## src/rtl/lpg_pkg.sv

```systemverilog
package lpg_pkg;
  typedef enum logic {
    MODE_DIRECT  = 1'b0,
    MODE_LATCHED = 1'b1
  } port_mode_e;

  localparam int unsigned LPG_GROUPS_DEF  = 2;
  localparam int unsigned LPG_GROUP_W_DEF = 4;
  localparam int unsigned LPG_SYNC_DEF    = 2;
endpackage

```

## src/rtl/lpg_strobe_sync.sv

```systemverilog
module lpg_strobe_sync #(
  parameter int unsigned STAGES = 2,
  parameter logic        IDLE   = 1'b1
) (
  input  logic clk,
  input  logic rst_n,
  input  logic strobe_i,
  output logic sync_o
);
  logic [STAGES-1:0] sh_q;
  logic [STAGES-1:0] sh_d;

  always_comb begin
    sh_d = (sh_q << 1) | STAGES'(strobe_i);
  end

  always_ff @(posedge clk or negedge rst_n) begin
    if (!rst_n) sh_q <= {STAGES{IDLE}};
    else        sh_q <= sh_d;
  end

  assign sync_o = sh_q[STAGES-1];
endmodule

```

## src/rtl/lpg_hold_capture.sv

```systemverilog
module lpg_hold_capture #(
  parameter int unsigned W = 8
) (
  input  logic         clk,
  input  logic         rst_n,
  input  logic         arm_i,
  input  logic         strb_sync_i,
  input  logic [W-1:0] din_i,
  output logic [W-1:0] hold_o
);
  logic         prev_q;
  logic         fall;
  logic         load;
  logic [W-1:0] hold_q;

  always_comb begin
    fall = prev_q & ~strb_sync_i;
    load = arm_i & fall;
  end

  always_ff @(posedge clk or negedge rst_n) begin
    if (!rst_n) prev_q <= 1'b1;
    else        prev_q <= strb_sync_i;
  end

  always_ff @(posedge clk or negedge rst_n) begin
    if (!rst_n)    hold_q <= '0;
    else if (load) hold_q <= din_i;
  end

  assign hold_o = hold_q;
endmodule

```

## src/rtl/lpg_cfg_regs.sv

```systemverilog
module lpg_cfg_regs
  import lpg_pkg::*;
#(
  parameter int unsigned GROUPS = LPG_GROUPS_DEF,
  parameter int unsigned CH     = 8
) (
  input  logic              clk,
  input  logic              rst_n,
  input  logic              wr_data_i,
  input  logic [CH-1:0]     data_i,
  input  logic              wr_cfg_i,
  input  logic [GROUPS-1:0] dir_i,
  input  logic              mode_i,
  output logic [CH-1:0]     out_o,
  output logic [GROUPS-1:0] dir_o,
  output port_mode_e        mode_o
);
  logic [CH-1:0]     out_q;
  logic [GROUPS-1:0] dir_q;
  port_mode_e        mode_q;
  port_mode_e        mode_d;

  always_comb begin
    mode_d = mode_i ? MODE_LATCHED : MODE_DIRECT;
  end

  always_ff @(posedge clk or negedge rst_n) begin
    if (!rst_n)         out_q <= '0;
    else if (wr_data_i) out_q <= data_i;
  end

  always_ff @(posedge clk or negedge rst_n) begin
    if (!rst_n) begin
      dir_q  <= '0;
      mode_q <= MODE_DIRECT;
    end else if (wr_cfg_i) begin
      dir_q  <= dir_i;
      mode_q <= mode_d;
    end
  end

  assign out_o  = out_q;
  assign dir_o  = dir_q;
  assign mode_o = mode_q;
endmodule

```

## src/rtl/latched_port_group.sv

```systemverilog
module latched_port_group
  import lpg_pkg::*;
#(
  parameter int unsigned GROUPS  = LPG_GROUPS_DEF,
  parameter int unsigned GROUP_W = LPG_GROUP_W_DEF,
  parameter int unsigned SYNC    = LPG_SYNC_DEF,
  localparam int unsigned CH     = GROUPS * GROUP_W
) (
  input  logic              clk,
  input  logic              rst_n,
  input  logic              host_wr_data,
  input  logic [CH-1:0]     host_data_i,
  input  logic              host_wr_cfg,
  input  logic [GROUPS-1:0] host_dir_i,
  input  logic              host_mode_i,
  output logic [CH-1:0]     host_rd_data,
  output logic [GROUPS-1:0] host_dir_o,
  output logic              host_mode_o,
  input  logic [CH-1:0]     pad_in,
  output logic [CH-1:0]     pad_out,
  output logic [CH-1:0]     pad_oe,
  input  logic              latch_strb,
  input  logic              outen_n,
  output logic              led_on
);
  logic [CH-1:0]     out_q;
  logic [GROUPS-1:0] dir_q;
  port_mode_e        mode_q;
  logic [CH-1:0]     hold_q;
  logic [CH-1:0]     dir_exp;
  logic              latch_sync;
  logic              outen_sync;
  logic              latched;
  logic              drive_ok;
  logic [CH-1:0]     in_src;

  lpg_cfg_regs #(.GROUPS(GROUPS), .CH(CH)) cfg_i (
    .clk(clk), .rst_n(rst_n),
    .wr_data_i(host_wr_data), .data_i(host_data_i),
    .wr_cfg_i(host_wr_cfg), .dir_i(host_dir_i), .mode_i(host_mode_i),
    .out_o(out_q), .dir_o(dir_q), .mode_o(mode_q)
  );

  lpg_strobe_sync #(.STAGES(SYNC), .IDLE(1'b1)) latch_sync_i (
    .clk(clk), .rst_n(rst_n), .strobe_i(latch_strb), .sync_o(latch_sync)
  );

  lpg_strobe_sync #(.STAGES(SYNC), .IDLE(1'b1)) outen_sync_i (
    .clk(clk), .rst_n(rst_n), .strobe_i(outen_n), .sync_o(outen_sync)
  );

  assign latched = (mode_q == MODE_LATCHED);

  lpg_hold_capture #(.W(CH)) hold_i (
    .clk(clk), .rst_n(rst_n), .arm_i(latched), .strb_sync_i(latch_sync),
    .din_i(pad_in), .hold_o(hold_q)
  );

  for (genvar g = 0; g < GROUPS; g++) begin : g_grp
    assign dir_exp[g*GROUP_W +: GROUP_W] = {GROUP_W{dir_q[g]}};
  end

  always_comb begin
    in_src       = latched ? hold_q : pad_in;
    host_rd_data = (out_q & dir_exp) | (in_src & ~dir_exp);
    drive_ok     = ~latched | ~outen_sync;
    pad_oe       = dir_exp & {CH{drive_ok}};
  end

  assign pad_out     = out_q;
  assign host_dir_o  = dir_q;
  assign host_mode_o = latched;
  assign led_on      = ~latched;
endmodule

```

## config.mk

```make
export PLATFORM = sky130hd
export DESIGN_NAME = latched_port_group
export DESIGN_NICKNAME = d
export VERILOG_FILES = /design/src/rtl/lpg_pkg.sv /design/src/rtl/lpg_strobe_sync.sv /design/src/rtl/lpg_hold_capture.sv /design/src/rtl/lpg_cfg_regs.sv /design/src/rtl/latched_port_group.sv
export SDC_FILE = /design/constraint.sdc
export NUM_CORES = 1
export LEC_CHECK = 0
export ABC_AREA = 1
export CORE_UTILIZATION = 35
export DETAILED_ROUTE_END_ITERATION = 6
export GPL_TIMING_DRIVEN = 0
export PLACE_DENSITY = 0.79
export SLEW_MARGIN = 25
export SYNTH_ARGS = -nofsm -noshare
export SYNTH_HDL_FRONTEND = slang
export SYNTH_SLANG_ARGS = --single-unit
```

## constraint.sdc

```tcl
create_clock -name clk -period 3.3 [get_ports clk]
set_clock_uncertainty 0.2 [all_clocks]
set_input_delay 0.66 -clock clk [delete_from_list [all_inputs] [get_ports clk]]
set_output_delay 0.66 -clock clk [all_outputs]
set_load 0.005 [all_outputs]
```

==> impl_metrics.py <==
metrics = {
    "timing": {
        "rsz0062_at_grt": "no",
        "tns_ps": 0,
        "worstMarginPinSlew_ps": 514.0,
        "finalSetupViolations": 0,
        "hold_violations": 0,
        "final.min_clock_period_ps": 2860,
        "post-route-period-util": 0.8668,
        "fmax_ghz": 0.3496,
        "slew_violations": 0,
        "slew_headroom": 0.6573,
    },
    "power_and_ir_drop": {
        "p_int_mw": 0.5158,
        "p_sw_mw": 0.2059,
        "power_leakage_nw": 0.8961,
        "seq_power_share": 0.497,
        "power.density_mw_per_mm2": 401.7,
        "pwr-share-clk": 0.185,
        "pwr-share-comb": 0.318,
        "ir_drop_mv": 0.2439,
        "netSwitchingFraction": 0.2853,
    },
    "cells_and_area": {
        "fillers": 306,
        "areaGrowthSynthToFinish_pct": 49.74,
        "layout.nets": 233,
        "multi_input_area_um2": 394.1,
        "regArea_um2": 606.8,
        "diodes": 0,
        "finalCoreUtilization": 0.5698,
        "layout-drive-gt1-share": 0.1063,
    },
    "synth": {
        "yosys-top-cells-area": "dfrtp_1 40%, nand2_1 18%, dfstp_2 11%",
        "ys_top_cells_by_count": "59 x nand2_1, 26 x inv_1, 19 x dfrtp_1",
        "ys_seq_area_frac": 0.5057,
        "synth_edf_count": 0,
        "avgSynthCellArea_um2": 7.946,
        "yosysUniqueCellTypes": 15,
        "yosys_warnings": 0,
        "ys_seq_elements": 24,
        "synth.largest_area_cell": "dfrtp_1",
        "synth.most_common_cell": "nand2_1",
        "syn_nets": 176,
        "yosysTopAreaCellShare": 0.3962,
        "ys.flop_type": "dfrtp_1",
        "syn-instance-count": 151,
        "synthArstFlopShare": 1.000,
        "synthesis.area_mm2": 0.001200,
    },
    "critical_path": {
        "crit_slowest_cell": "clkdlybuf4s50_1",
        "crit_chain": "buf_6 > buf_12 > a21oi_1 > buf_4 > clkdlybuf4s50_1",
        "worstSetupStartpointType": "flop",
        "reg2reg_depth": 4,
        "worstPathArrival_ps": 2000,
        "worst_setup_path_end_kind": "primary output",
        "critPathRequiredTime_ps": 2440,
        "path_max_fanout": 10,
        "slowest_delay_ps": 500,
        "worstSetupPathType": "flop to primary output",
    },
    "clock_network": {
        "cts-root-buf": "clkbuf_4",
        "cts.repair.resized": 0,
        "h-tree-depth": 1,
        "holdBufCountCts": 0,
        "cts.sinks": 24,
        "cts.reportedPaths.clkPinSlew_ps": 130,
        "cts_tree": "built",
        "postCtsSetupBuffers": 0,
        "clk_path_buf_depth": 2,
        "worstSkewPairLatency_ps": 310,
        "cts_buffers": 3,
    },
    "floorplanning": {
        "die_w_um": 60.55,
        "core.rowCount": 20,
        "die-area_mm2": 0.003666,
        "core-area_mm2": 0.003153,
        "die_h_um": 60.55,
        "initial_utilization": 0.3806,
        "ioPinCount": 53,
    },
    "placement": {
        "port_buffers": 52,
        "dp_hpwl_um": 2147,
        "gp_congestion": 0.7967,
    },
    "global_routing": {
        "grt_pass1_wl_um": 4305,
        "gr-total-overflow": 0,
        "track_usage": 0.1575,
        "grt_pass1_vias": 969,
        "grt_start_max_net_pins": 25,
        "antenna_found_initial": 0,
    },
    "outcome": {
        "run_status": "finished, final reports clean",
    },
    "min_path": {
        "holdCritPathClass": "input pin to async pin",
    },
    "drt": {
        "routed_wl_um": 2709,
        "drt-initial-drc-count": 25,
        "first_pass_iters": 4,
        "via_per_inst": 4.259,
        "wl_per_cell_um": 10.79,
        "drc": 0,
        "ant_nets": 0,
        "vias": 1069,
    },
    "run": {
        "maxCapViolations": 0,
    },
}
final cells by class:
class / instances / area share
Buffer: 10 / 0.04944
Tap cell: 44 / 0.03064
Inverter: 28 / 0.06128
Clock buffer: 4 / 0.01462
Timing Repair Buffer: 52 / 0.2869
Sequential cell: 24 / 0.3377
Multi-Input combinational cell: 89 / 0.2194
power by group through the flow:
stage	sequential, mW	clock [mW]	combinational [mW]
floorplan	0.360	0	0.0994
global placement	0.363	0	0.229
detailed placement	0.365	0	0.233
CTS	0.359	0.139	0.234
global route	0.364	0.148	0.253
finish	0.358	0.133	0.230
cells by family (layout without fill, tap and decap cells):
logic type,after synthesis,count (layout),share of synthesized area
DFF,24,24,0.5057
buffers and inverters,38,94,0.1658
AOI/OAI and AO/OA,13,13,0.05422
and+or+nand+nor,76,76,0.2742
critical path, delay by kind of cell, from the launching register on:
kind,cells,cell delay (ps)
compound gates,1,270
buf+inv,4,980
flops,1,450
cell usage in the layout (no fill, tap or decap), drive strengths merged:
cell type,count
nand3,9
nand2,59
a21oi,2
dfstp,5
nand4,8
inv,28
buf,11
clkbuf,4
clkdlybuf4s50,51
dfrtp,19
o21ai,11
worst paths after layout:
kind                                 startpoint  slack, ps                   end
max reg2reg                       hold_i.prev_q       2030      hold_i.hold_o[6]
min in group clk           latch_sync_i.sh_q[0]        170  latch_sync_i.sh_q[1]
max                                cfg_i.mode_o        440             pad_oe[5]
max in group asynchronous                 rst_n       2440  latch_sync_i.sh_q[1]
min reg2reg                latch_sync_i.sh_q[0]        170  latch_sync_i.sh_q[1]
min                                       rst_n        100      hold_i.hold_o[5]
sequential cells by signal, indices dropped and copies added, names as in the netlist:
signal             count
cfg_i.mode_o           1
hold_i.hold_o          8
cfg_i.dir_o            2
cfg_i.out_o            8
outen_sync_i.sh_q      2
latch_sync_i.sh_q      2
hold_i.prev_q          1
routing by layer:
layer  global-route usage  routed length, um  up-vias
met5                    0                  0        -
met4              0.07792                 40        0
met3              0.02559                129        4
met2               0.2747               1363       30
met1               0.1883               1174      468
li1                     -                  -      567
through the flow:
step	area (um2)	power (mW)	hold slack (ps)	worst slack (ps)	cells
floorplan	1200	0.4591	145.2	1347	151
global placement	1775	0.5917	145.8	539.5	247
detailed placement	1775	0.5980	151.5	549.0	247
CTS	1802	0.7322	169.6	413.3	251
global route	1797	0.7648	131.7	324.4	251
finish	1797	0.7217	95.22	439.7	251
No activity file was read; power rests on OpenSTA's default activity.
